**src/rtl/rxage_pkg.sv**
```systemverilog
package rxage_pkg;
  localparam int unsigned TICK_W_DEF   = 12;
  localparam int unsigned CYC_W_DEF    = 13;
  localparam int unsigned TICK_MOD_DEF = 3072;
  localparam int unsigned CYC_MOD_DEF  = 8000;

  typedef enum logic [1:0] {
    PK_EMPTY = 2'd0,
    PK_WAIT  = 2'd1,
    PK_READY = 2'd2
  } pk_state_e;
endpackage

```
**src/rtl/rxage_mradd.sv**
```systemverilog
// Mixed-radix add of two bus times: ticks carry into the count at TICK_MOD,
// the count wraps at CYC_MOD (the carry out of the count is dropped).
module rxage_mradd #(
  parameter int unsigned TICK_W   = rxage_pkg::TICK_W_DEF,
  parameter int unsigned CYC_W    = rxage_pkg::CYC_W_DEF,
  parameter int unsigned TICK_MOD = rxage_pkg::TICK_MOD_DEF,
  parameter int unsigned CYC_MOD  = rxage_pkg::CYC_MOD_DEF
) (
  input  logic [CYC_W+TICK_W-1:0] base_ts,
  input  logic [CYC_W+TICK_W-1:0] delta_ts,
  output logic [CYC_W+TICK_W-1:0] sum_ts
);
  localparam logic [TICK_W:0] TICK_LIM = (TICK_W+1)'(TICK_MOD);
  localparam logic [CYC_W:0]  CYC_LIM  = (CYC_W+1)'(CYC_MOD);

  logic [TICK_W:0]   tick_raw;
  logic [TICK_W:0]   tick_adj;
  logic              tick_carry;
  logic [CYC_W:0]    cyc_raw;
  logic [CYC_W:0]    cyc_adj;

  always_comb begin
    tick_raw   = {1'b0, base_ts[TICK_W-1:0]} + {1'b0, delta_ts[TICK_W-1:0]};
    tick_carry = (tick_raw >= TICK_LIM);
    tick_adj   = tick_carry ? (tick_raw - TICK_LIM) : tick_raw;

    cyc_raw = {1'b0, base_ts[TICK_W +: CYC_W]} + {1'b0, delta_ts[TICK_W +: CYC_W]}
            + {{CYC_W{1'b0}}, tick_carry};
    cyc_adj = (cyc_raw >= CYC_LIM) ? (cyc_raw - CYC_LIM) : cyc_raw;

    sum_ts = {cyc_adj[CYC_W-1:0], tick_adj[TICK_W-1:0]};
  end
endmodule

```
**src/rtl/rxage_wrapcmp.sv**
```systemverilog
// Orders two bus times on the wrapping timer: now_ts is "after" ref_ts when
// it lies less than half a period ahead. STRICT selects whether equal counts.
module rxage_wrapcmp #(
  parameter int unsigned TICK_W   = rxage_pkg::TICK_W_DEF,
  parameter int unsigned CYC_W    = rxage_pkg::CYC_W_DEF,
  parameter int unsigned TICK_MOD = rxage_pkg::TICK_MOD_DEF,
  parameter int unsigned CYC_MOD  = rxage_pkg::CYC_MOD_DEF,
  parameter bit          STRICT   = 1'b0
) (
  input  logic [CYC_W+TICK_W-1:0] now_ts,
  input  logic [CYC_W+TICK_W-1:0] ref_ts,
  output logic                    hit
);
  localparam int unsigned PERIOD = CYC_MOD * TICK_MOD;
  localparam int unsigned LIN_W  = $clog2(PERIOD);
  localparam logic [LIN_W:0] PERIOD_V = (LIN_W+1)'(PERIOD);
  localparam logic [LIN_W:0] HALF_V   = (LIN_W+1)'(PERIOD / 2);
  localparam logic [LIN_W:0] MULT_V   = (LIN_W+1)'(TICK_MOD);

  logic [LIN_W:0] now_lin;
  logic [LIN_W:0] ref_lin;
  logic [LIN_W:0] ahead;
  logic           within_half;

  always_comb begin
    now_lin = ((LIN_W+1)'(now_ts[TICK_W +: CYC_W]) * MULT_V)
            + (LIN_W+1)'(now_ts[TICK_W-1:0]);
    ref_lin = ((LIN_W+1)'(ref_ts[TICK_W +: CYC_W]) * MULT_V)
            + (LIN_W+1)'(ref_ts[TICK_W-1:0]);
    if (now_lin >= ref_lin) ahead = now_lin - ref_lin;
    else                    ahead = (now_lin + PERIOD_V) - ref_lin;
    within_half = (ahead < HALF_V);
  end

  generate
    if (STRICT) begin : g_strict
      assign hit = within_half && (ahead != '0);
    end else begin : g_inclusive
      assign hit = within_half;
    end
  endgenerate
endmodule

```
**src/rtl/rxage_seq.sv**
```systemverilog
// Per-packet state: release tracking and the registered flush pulse.
module rxage_seq (
  input  logic clk,
  input  logic rst_n,
  input  logic pkt_valid,
  input  logic pkt_read,
  input  logic stamp_reached,
  input  logic deadline_passed,
  input  logic age_act,
  output logic release_o,
  output logic flush_o
);
  import rxage_pkg::*;

  pk_state_e st_q;
  pk_state_e st_d;
  logic      st_en;
  logic      flush_q;
  logic      flush_d;
  logic      pop;

  always_comb begin
    pop     = (pkt_valid && pkt_read) || flush_q;
    flush_d = age_act && pkt_valid && deadline_passed && !pkt_read && !flush_q;

    st_d = st_q;
    if (!pkt_valid || pop)     st_d = PK_EMPTY;
    else if (stamp_reached)    st_d = PK_READY;
    else if (st_q == PK_EMPTY) st_d = PK_WAIT;
    st_en = (st_d != st_q);
  end

  always_ff @(posedge clk or negedge rst_n) begin
    if (!rst_n) begin
      st_q    <= PK_EMPTY;
      flush_q <= 1'b0;
    end else begin
      if (st_en) st_q <= st_d;
      flush_q <= flush_d;
    end
  end

  assign release_o = (st_q == PK_READY);
  assign flush_o   = flush_q;
endmodule

```
**src/rtl/rxage_guard.sv**
```systemverilog
module rxage_guard #(
  parameter int unsigned TICK_W   = rxage_pkg::TICK_W_DEF,
  parameter int unsigned CYC_W    = rxage_pkg::CYC_W_DEF,
  parameter int unsigned TICK_MOD = rxage_pkg::TICK_MOD_DEF,
  parameter int unsigned CYC_MOD  = rxage_pkg::CYC_MOD_DEF
) (
  input  logic                    clk,
  input  logic                    rst_n,
  input  logic                    age_en,
  input  logic [CYC_W+TICK_W-1:0] rx_stamp,
  input  logic [CYC_W+TICK_W-1:0] rx_offset,
  input  logic [CYC_W+TICK_W-1:0] cycle_time,
  input  logic                    pkt_valid,
  input  logic                    pkt_read,
  output logic                    pkt_release,
  output logic                    pkt_flush
);
  localparam int unsigned TS_W = CYC_W + TICK_W;

  logic [1:0]      rst_pipe_q;
  logic            core_rst_n;
  logic [TS_W-1:0] deadline;
  logic            stamp_reached;
  logic            deadline_passed;
  logic            age_act;

  always_ff @(posedge clk or negedge rst_n) begin
    if (!rst_n) rst_pipe_q <= 2'b00;
    else        rst_pipe_q <= {rst_pipe_q[0], 1'b1};
  end
  assign core_rst_n = rst_pipe_q[1];

  assign age_act = age_en && (rx_offset != '0);

  rxage_mradd #(.TICK_W(TICK_W), .CYC_W(CYC_W), .TICK_MOD(TICK_MOD), .CYC_MOD(CYC_MOD))
    u_sum (.base_ts(rx_stamp), .delta_ts(rx_offset), .sum_ts(deadline));

  rxage_wrapcmp #(.TICK_W(TICK_W), .CYC_W(CYC_W), .TICK_MOD(TICK_MOD), .CYC_MOD(CYC_MOD),
                  .STRICT(1'b0))
    u_rel_cmp (.now_ts(cycle_time), .ref_ts(rx_stamp), .hit(stamp_reached));

  rxage_wrapcmp #(.TICK_W(TICK_W), .CYC_W(CYC_W), .TICK_MOD(TICK_MOD), .CYC_MOD(CYC_MOD),
                  .STRICT(1'b1))
    u_age_cmp (.now_ts(cycle_time), .ref_ts(deadline), .hit(deadline_passed));

  rxage_seq u_seq (
    .clk             (clk),
    .rst_n           (core_rst_n),
    .pkt_valid       (pkt_valid),
    .pkt_read        (pkt_read),
    .stamp_reached   (stamp_reached),
    .deadline_passed (deadline_passed),
    .age_act         (age_act),
    .release_o       (pkt_release),
    .flush_o         (pkt_flush)
  );
endmodule

```
**config.mk**
```make
export PLATFORM = sky130hd
export DESIGN_NAME = rxage_guard
export DESIGN_NICKNAME = d
export VERILOG_FILES = /design/src/rtl/rxage_pkg.sv /design/src/rtl/rxage_mradd.sv /design/src/rtl/rxage_wrapcmp.sv /design/src/rtl/rxage_seq.sv /design/src/rtl/rxage_guard.sv
export SDC_FILE = /design/constraint.sdc
export NUM_CORES = 1
export LEC_CHECK = 0
export BUFFER_PORTS_ARGS = -buffer_cell sky130_fd_sc_hd__buf_4
export CAP_MARGIN = 20
export CORE_AREA = 4 4 185 187
export DETAILED_ROUTE_END_ITERATION = 7
export DIE_AREA = 0 0 189 191
export SLEW_MARGIN = 20
export SYNTH_ARGS = -nofsm -noshare
export SYNTH_HDL_FRONTEND = slang
export SYNTH_SLANG_ARGS = --single-unit
```
**constraint.sdc**
```tcl
create_clock -name clk -period 0.8 [get_ports clk]
set_input_delay 0 -clock clk [delete_from_list [all_inputs] [get_ports clk]]
set_output_delay 0 -clock clk [all_outputs]
set_load 0.01 [all_outputs]
```
# After elaboration in Yosys (flattened, before gate mapping)
# Index checks and enable logic that the tools add are counted.
totals:
  in_bits: 80
  ff_bits: 5
  output_inout_bits: 2
  word_cells: 49
op_classes:
  n_lt_le_gt_ge: 6
  mul: 3
  n_eq_ne: 2
  n_mux: 7
  addsub: 13
  reduce_logical: 15
op_table:
  columns: ["operator", "n"]
  rows:
  - ["26-bit subtractor", 4]
  - ["25-bit by 12-bit adder with 26-bit output", 3]
  - ["26-bit >= comparator", 2]
  - ["26-bit by 24-bit < comparator with 1-bit output, second input constant", 2]
  - ["26-bit two-way mux", 2]
  - ["13-bit by 2-bit multiplier with 15-bit output, second input constant", 3]
  - ["26-bit by 25-bit adder with 26-bit output, second input constant", 1]
  - ["26-bit nonzero test", 1]
  - ["25-bit nonzero test", 1]
  - ["13-bit by 13-bit adder with 14-bit output", 1]
  - ["14-bit by 1-bit adder with 14-bit output", 1]
  - ["14-bit by 13-bit >= comparator with 1-bit output, second input constant", 1]
  - ["12-bit by 12-bit adder with 13-bit output", 1]
  - ["13-bit by 12-bit >= comparator with 1-bit output, second input constant", 1]
  - ["13-bit two-way mux", 1]
  - ["13-bit subtractor, second input constant", 1]
  - ["12-bit two-way mux", 1]
  - ["12-bit subtractor, second input constant", 1]
  - ["1-bit logical AND", 7]
  - ["2-bit two-way mux", 3]
  - ["1-bit zero test", 3]
  - ["2-bit == test, second input constant", 1]
  - ["2-bit zero test", 1]
  - ["1-bit logical OR", 2]
  - ["2-bit != test", 1]

# Depth between registers and ports, before layout
# Gate-level depths: netlist (run 1).
depth:
  word_depth: 14
  ltp_mapped: 58

# Cells and area by module
# From an unflattened synthesis (run 1), not the netlist that was laid out.
hier_totals:
  cells_unflattened: 1482
  area_unflattened_um2: 11165.7
modules_own_cells:
  columns: ["mod", "n_inst", "area_each_um2", "cells_per_inst"]
  rows:
  - ["rxage_wrapcmp (u_age_cmp)", 1, 5302.6, 724]
  - ["rxage_wrapcmp (u_rel_cmp)", 1, 4042.6, 524]
  - ["rxage_mradd", 1, 1586.5, 213]
  - ["rxage_seq", 1, 121.4, 8]
  - ["rxage_guard", 1, 112.6, 13]

# Worst setup path after synthesis (run 1)
# Ideal clock, no wire load.
synth_timing:
  kind: "input to register"
  from: "input rx_stamp[6]"
  to: "register u_seq.flush_q, in the netlist u_seq.flush_o"
  path_stages: 53
  setup_ps: 130
  slack_ps: -10012
  n_path_buf: 1
  arrival_ps: 10682
  cell_sequence: "ha_1 -> or4_1 -> o21a_1 -> a31o_2 -> a21oi_1 -> a21oi_1 -> xor2_1 -> ha_1 -> nand2_1 -> nor2_1 -> and4_1 -> nand4_1 -> o31ai_2 -> a21oi_1 -> fa_1 -> fa_1 -> and2b_1 -> o21a_1 -> (+17 left out) -> o21ai_0 -> nand2_1 -> a221oi_1 -> ha_1 -> clkbuf_1 -> nand2_1 -> nor2_1 -> nand4_1 -> nor3_1 -> a21o_1 -> o21ai_0 -> a21boi_0 -> a221oi_4 -> a21boi_1 -> nor3_1 -> or3_4 -> a2111oi_2 -> nor3_1"
synth_between:
  elab_chain_cells: 14
synth_lines:
  columns: ["element", "line_no", "rtl"]
  rows:
  - ["start, declared", "rxage_guard.sv:10", "input logic [CYC_W+TICK_W-1:0] rx_stamp,"]
  - ["12-bit by 12-bit adder with 13-bit output *", "rxage_mradd.sv:23", "tick_raw = {1'b0, base_ts[TICK_W-1:0]} + {1'b0, delta_ts[TICK_W-1:0]};"]
  - ["13-bit by 12-bit >= comparator with 1-bit output", "rxage_mradd.sv:24", "tick_carry = (tick_raw >= TICK_LIM);"]
  - ["14-bit by 1-bit adder with 14-bit output", "rxage_mradd.sv:28", "+ {{CYC_W{1'b0}}, tick_carry};"]
  - ["13-bit subtractor or 14-bit by 13-bit >= comparator with 1-bit output (tied branches)", "rxage_mradd.sv:29", "cyc_adj = (cyc_raw >= CYC_LIM) ? (cyc_raw - CYC_LIM) : cyc_raw;"]
  - ["13-bit two-way mux", "rxage_mradd.sv:29", null]
  - ["13-bit by 2-bit multiplier with 15-bit output", "rxage_wrapcmp.sv:28", "ref_lin = ((LIN_W+1)'(ref_ts[TICK_W +: CYC_W]) * MULT_V)"]
  - ["25-bit by 12-bit adder with 26-bit output *", "rxage_wrapcmp.sv:29", "+ (LIN_W+1)'(ref_ts[TICK_W-1:0]);"]
  - ["26-bit subtractor (tied with other cells)", "rxage_wrapcmp.sv:31", "else ahead = (now_lin + PERIOD_V) - ref_lin;"]
  - ["26-bit two-way mux *", "rxage_wrapcmp.sv:30", "if (now_lin >= ref_lin) ahead = now_lin - ref_lin;"]
  - ["26-bit by 24-bit < comparator with 1-bit output or 26-bit nonzero test (tied branches)", "rxage_wrapcmp.sv:32, rxage_wrapcmp.sv:37", null]
  - ["1-bit logical AND *", "rxage_wrapcmp.sv:37", "assign hit = within_half && (ahead != '0);"]
  - ["1-bit logical AND * (3 in a row)", "rxage_seq.sv:24", "flush_d = age_act && pkt_valid && deadline_passed && !pkt_read && !flush_q;"]
  - ["via u_seq.flush_d", "rxage_seq.sv:19", "logic flush_d;"]
  - ["end signal, assigned", "rxage_seq.sv:39", "flush_q <= flush_d;"]
  - ["end, declared", "rxage_seq.sv:18", "logic flush_q;"]
# The timed path passes the listed nets; every way through them passes the cells marked *.
# A chain may end at the register's enable or synchronous reset.

# Worst setup path in the final report (run 1)
# Ends and elaborated chain as after synthesis.

==> impl_metrics.env, run 1 <==
export IMPL_violations="negative setup slack"
export IMPL_portBuffers=81
export IMPL_cts_tree="done"
export IMPL_clock_skew_ps=0.789
export IMPL_slew_violations=0
export IMPL_syn_nets=1326
export IMPL_max_cap_violations=0
export IMPL_timing_hold_ws_ps=54.6
export IMPL_wl_per_cell_um=13.8
export IMPL_slew_headroom_pct=56.4
export IMPL_cp_required_ps=900
export IMPL_utilization_pct=43.8
export IMPL_first_iter_violations=458
export IMPL_synth_cells=1090
export IMPL_grt_pass1_vias=10300
export IMPL_reg2reg_from="u_seq.flush_o$_DFF_PN0_"
export IMPL_finalCriticalPeriod_ps=9890
export IMPL_clk_latency_ps=220
export IMPL_via_per_inst=4.74
export IMPL_synth_most_common_cell="ha_1"
export IMPL_place_congestion=0.887
export IMPL_drive_gt1_share_pct=45.7
export IMPL_drcViolationCount=0
export IMPL_synth_seq_cells=5
export IMPL_fin_area_um2=14200
export IMPL_cp_common_cell="nand4_1"
export IMPL_clockBufferDepth=2
export IMPL_status="finished with violations"
export IMPL_die_x_um=189
export IMPL_die_area_um2=36100
export IMPL_fin_nets=1936
export IMPL_pin_count=82
export IMPL_worstSetupStartpoint="rx_stamp[6]"
export IMPL_htree_levels=1
export IMPL_setup_viol=5
export IMPL_wl_um=29500
export IMPL_synth_area_um2=8100
export IMPL_dpl_cell_count=2107
export IMPL_period_share_pct=1240
export IMPL_synthTopCellsByCount="146 x ha_1, 87 x inv_1, 83 x nor2_1, 78 x a21oi_1, 76 x xnor2_1"
export IMPL_max_stage_delay_ps=520
export IMPL_avgSynthCellArea_um2=7.43
export IMPL_path_clk_slew_ps=30
export IMPL_area_growth_syn_to_layout_pct=75.5
export IMPL_crit_type="primary input to flop"
export IMPL_r2r_end="u_seq.flush_o$_DFF_PN0_"
export IMPL_worst_path_max_delay_cell="or4_1"
export IMPL_synth_edf_count=0
export IMPL_yosysTopAreaCell="ha_1"
export IMPL_yosys_warnings=0
export IMPL_p_per_area_nw_per_um2=3520
export IMPL_grt_max_degree=10
export IMPL_dr_pass1_iters=5
export IMPL_grt_pass1_wl_um=48300
export IMPL_rr_worst_depth=7
export IMPL_ys_top_cells_by_area="ha_1 23%, xnor2_1 8.2%, xor2_1 5.2%"
export IMPL_fp_dieH_um=191
export IMPL_fmax_mhz=101
export IMPL_clock_sinks=5
export IMPL_tightest_slew_ps=646
export IMPL_core_um2=32500
export IMPL_dpl_hpwl_um=26000
export IMPL_critPathCaptureType="flop"
export IMPL_antenna_found_initial=1
export IMPL_yosysSeqAreaShare_pct=1.55
export IMPL_hold_path_class="flop to asynchronous set/reset pin"
export IMPL_cp_endpoint="u_seq.flush_o$_DFF_PN0_"
export IMPL_rsz0062_at_grt="true"
export IMPL_postLayoutSetupSlackWorst_ps=-9090
export IMPL_cp_depth=55
export IMPL_synth_main_ff_cell="dfrtp_1"
export IMPL_synth_top_area_share_pct=22.6
export IMPL_crit_family="compound AO/OA/AOI/OAI gates"
export IMPL_grt_usage_pct=15.8
export IMPL_async_reset_ff_share_pct=100
export IMPL_cts_root_buf="clkbuf_16"
export IMPL_ant_nets=0
export IMPL_cp_start_kind="primary input"
export IMPL_antennaDiodeCount=0
export IMPL_grt_overflow_total=0
export IMPL_arrival_ps=10000
export IMPL_stdcell_count=2141
export IMPL_hold_violations=0
export IMPL_rows=66
export IMPL_p_leak_nw=6.88
export IMPL_synth_cell_types=94
export IMPL_vias=10200
export IMPL_numCtsBuffers=3
export IMPL_ir_worst_vdd_mv=2.66
export IMPL_worst_path_buf_inv=2
export IMPL_worst_path_max_fanout=4
export IMPL_start_util_pct=25.0
export IMPL_rrSetupSlack_ps=-1180
export IMPL_placed_area_um2=13400
## power by group
part	leakage, nW	internal [mW]	switching (mW)
registers	0.0641	0.301	0.0321
clock network	0.0382	0.660	0.155
logic	6.78	26.2	22.7
total	6.88	27.2	22.9
## timing repair
action,in CTS,in global routing
hold buffers,1,0
resized for setup,50,43
buffers inserted,19,11
setup endpoints to repair,5,5
gates cloned,0,0
hold endpoints to repair,2,0
pin swaps,33,49
## worst min-delay path by stage
stage               cells after the start                         to                     from  slack [ps]
finish                                  0    u_seq.flush_o$_DFF_PN0_  rst_pipe_q[1]$_DFF_PN0_          50
global route                            0  u_seq.st_q[1]$_DFFE_PN0P_  rst_pipe_q[1]$_DFF_PN0_          70
CTS                                     0    u_seq.flush_o$_DFF_PN0_  rst_pipe_q[1]$_DFF_PN0_          60
detailed placement                      1    rst_pipe_q[1]$_DFF_PN0_                    rst_n        -220
global placement                        1    rst_pipe_q[1]$_DFF_PN0_                    rst_n        -220
floorplan                               0    rst_pipe_q[0]$_DFF_PN0_                    rst_n        -300
## kinds of logic (layout without fill, tap and decap cells)
family	count (synthesis)	after routing	share of synthesized area (%)
compound gates	340	340	29.5
xor+xnor	130	130	14.9
flops	5	5	1.55
simple gates	345	345	22.4
buf+inv	98	707	4.62
fa+ha+maj	160	160	25.5
mux	11	11	1.44
other cells	1	1	0.0463
## per-layer routing
layer | share of wire (%) | GRT usage (%)
met1 | 47 | 21.3
met2 | 48 | 28.1
met3 | 3.7 | 0.931
met4 | 1.7 | 2.55
met5 | 0.044 | 0
## through the flow
step | power [mW] | setup WS, ps | TNS [ps]
2_1_floorplan | 26.1 | -9210 | -16560
3_3_place_gp | 46.0 | -9130 | -17850
3_5_place_dp | 46.7 | -9480 | -18270
4_1_cts | 48.8 | -8830 | -16980
5_1_grt | 54.8 | -9790 | -18600
6_report | 50.0 | -9090 | -17310
## sequential cells by signal, indices dropped and copies added, names as in the netlist
register / flops
u_seq.st_q: 2
rst_pipe_q: 2
u_seq.flush_o: 1
## layout make-up
| class | instances | area, um^2 |
|---|---|---|
| Inverter | 87 | 327 |
| Tap cell | 442 | 553 |
| Timing Repair Buffer | 616 | 4670 |
| Fill cell | 3264 | 18200 |
| Clock buffer | 4 | 78.8 |
| Multi-Input combinational cell | 987 | 8460 |
| Sequential cell | 5 | 125 |
## placed cells by master (no fill, tap or decap), types with 8 or more instances in the layout
master	n
o211ai_1	13
inv_1	81
xnor2_1	62
nand2_1	62
o21bai_1	21
o21ai_0	34
a21oi_1	60
and2_1	9
buf_4	606
nor4_1	12
nand2b_1	15
a21o_1	43
xor2_1	45
nand3_1	25
o21a_1	26
nor3_1	31
and3_1	8
or3_1	8
ha_1	128
nor2_1	72
o21ai_1	11
a211oi_1	10
nand4_1	18
nor2b_1	8
ha_4	14
xnor2_2	14
a21oi_2	17
(Power assumes the default switching activity.)
==> run 2: changes to the inputs <==
- REMOVE_ABC_BUFFERS: default -> 1
- clock period: 0.8 -> 9.9 ns (I/O delays scaled with it)
==> run 2 against run 1 <==
  * The flow now finishes without violations
  * Via count down 14%
  * Clock skew about the same
  * Design area down 26%
  * Count of clock-buffer cells in the layout unchanged
  * Routed wire length down 12%
  * Largest power group unchanged
  * Highest routed layer is now met4
==> impl_metrics.env, run 2 (synthesis results as in run 1) <==
export IMPL_arrival_ps=9900
export IMPL_p_leak_nw=4.77
export IMPL_worst_path_max_delay_cell="or4_1"
export IMPL_numCtsBuffers=3
export IMPL_power_switching_mw=1.64
export IMPL_status="finished clean"
export IMPL_cp_common_cell="buf_4"
export IMPL_fin_nets=1528
export IMPL_hold_path_class="flop to asynchronous set/reset pin"
export IMPL_via_per_inst=5.04
export IMPL_area_growth_syn_to_layout_pct=29.6
export IMPL_dpl_worst_slack_ps=-569
export IMPL_pin_count=82
export IMPL_critPathCaptureType="flop"
export IMPL_cp_required_ps=10000
export IMPL_tightest_slew_ps=737
export IMPL_hold_violations=0
export IMPL_ant_nets=0
export IMPL_p_per_area_nw_per_um2=290
export IMPL_fp_dieH_um=191
export IMPL_drcViolationCount=0
export IMPL_fmax_mhz=102
export IMPL_htree_levels=1
export IMPL_dpl_hpwl_um=22600
export IMPL_core_um2=32500
export IMPL_antennaDiodeCount=0
export IMPL_grt_max_degree=13
export IMPL_max_cap_violations=0
export IMPL_finalCriticalPeriod_ps=9800
export IMPL_slew_violations=0
export IMPL_rr_worst_depth=6
export IMPL_finalPower_mw=3.04
export IMPL_rows=66
export IMPL_clock_skew_ps=1.09
export IMPL_cts_tree="done"
export IMPL_slew_headroom_pct=49.6
export IMPL_die_x_um=189
export IMPL_final_common_cell="buf_4"
export IMPL_clk_latency_ps=220
export IMPL_worst_path_max_fanout=4
export IMPL_clockBufferDepth=2
export IMPL_start_util_pct=25.0
export IMPL_antenna_found_initial=0
export IMPL_drive_gt1_share_pct=22.6
export IMPL_clock_sinks=5
export IMPL_first_iter_violations=324
export IMPL_portBuffers=81
export IMPL_grt_pass1_wl_um=41300
export IMPL_dr_pass1_iters=5
export IMPL_postLayoutSetupSlackWorst_ps=105
export IMPL_place_congestion=0.884
export IMPL_die_area_um2=36100
export IMPL_wl_um=25800
export IMPL_mostFrequentLayoutCells="207 x buf_4, 143 x ha_1, 86 x inv_1, 81 x nor2_1, 74 x xnor2_1"
export IMPL_cts_root_buf="clkbuf_16"
export IMPL_setup_viol=0
export IMPL_cp_start_kind="primary input"
export IMPL_period_share_pct=98.9
export IMPL_rsz0062_at_grt="true"
export IMPL_wl_per_cell_um=14.9
export IMPL_path_clk_slew_ps=30
export IMPL_grt_pass1_vias=8586
export IMPL_ir_worst_vdd_mv=0.143
export IMPL_crit_type="primary input to flop"
export IMPL_pwr_share_comb_pct=97.0
export IMPL_clockPowerShare_pct=2.2
export IMPL_max_stage_delay_ps=540
export IMPL_seq_power_share_pct=0.9
export IMPL_vias=8733
export IMPL_grt_overflow_total=0
export IMPL_grt_usage_pct=13.6
export IMPL_p_int_mw=1.40
export IMPL_swShare_pct=54.1
-- run 2: cell types whose count changed in the layout (fill, tap and decap cells not counted), moves of 5 or more --
cell     delta
xnor2_1    +12
nor2_1      +9
xnor2_2     -9
a21oi_2    -10
inv_2       -5
ha_4       -13
ha_1       +15
nor2_2      -5
a21oi_1    +11
buf_4     -399
inv_1       +5
buf_6       -7
-- run 2: worst max-delay path: cells and delay by family --
| kind | cells | cell delay (ps) |
|---|---|---|
| compound gates | 22 | 4060 |
| xor+xnor | 4 | 750 |
| fa+ha+maj | 6 | 1700 |
| simple gates | 15 | 2170 |
| buf+inv | 9 | 1150 |
-- run 2: through the flow --
step                utilization, %  cells  setup TNS [ps]  hold slack, ps  instance area [um^2]
floorplan                        -   1079            -796            -296                  8050
detailed placement            31.0   1717            -569            -216                 10100
CTS                           31.7   1728               0            52.7                 10300
finish                        32.3   1733               0            48.4                 10500
global placement              31.0   1717            -348            -217                 10100
global route                  32.3   1733            -510            70.8                 10500
-- run 2: path summary, 6_finish.rpt --
path                                    startpoint  slack [ps]                        end
max reg2reg                u_seq.flush_o$_DFF_PN0_        7810    u_seq.flush_o$_DFF_PN0_
min                        rst_pipe_q[1]$_DFF_PN0_          50  u_seq.st_q[0]$_DFFE_PN0P_
min in group clk                          pkt_read          50  u_seq.st_q[1]$_DFFE_PN0P_
max in group asynchronous                    rst_n        9710    rst_pipe_q[0]$_DFF_PN0_
max                                    rx_stamp[6]         100    u_seq.flush_o$_DFF_PN0_
min reg2reg                rst_pipe_q[1]$_DFF_PN0_          50  u_seq.st_q[0]$_DFFE_PN0P_
-- run 2: what timing repair did --
action / CTS / global route
buffers inserted: 6 / 5
endpoints found under the setup margin: 1 / 1
resized for setup: 24 / 35
hold buffers: 1 / 0
pin swaps: 19 / 37
gates cloned: 0 / 0
hold endpoints to repair: 2 / 0
-- run 2: final cells by class --
type	count	area (um^2)
inverter	87	327
timing repair buffer	208	1560
clock buffer	4	78.8
tap	442	553
multi-input combinational	987	7850
sequential	5	125
fill	3445	22000
-- run 2: power groups by stage --
stage / Clock [mW] / Sequential [mW] / Combinational (mW)
2_1_floorplan: 0 / 0.0263 / 1.99
4_1_cts: 0.0665 / 0.0262 / 2.83
3_3_place_gp: 0 / 0.0263 / 2.72
3_5_place_dp: 0 / 0.0264 / 2.76
6_report: 0.0656 / 0.0260 / 2.95
5_1_grt: 0.0680 / 0.0266 / 3.25
-- run 2: per-layer routing --
metal  up-vias  share of wire (%)  routed length (um)  global-route usage [%]
met5         -                  0                   0                       0
met4         0                3.7                 962                    4.34
met3        48                3.8                 990                    1.30
met2       212                 47               12100                    23.8
met1      4008                 45               11700                    17.6
li1       4465                  -                   -                       -
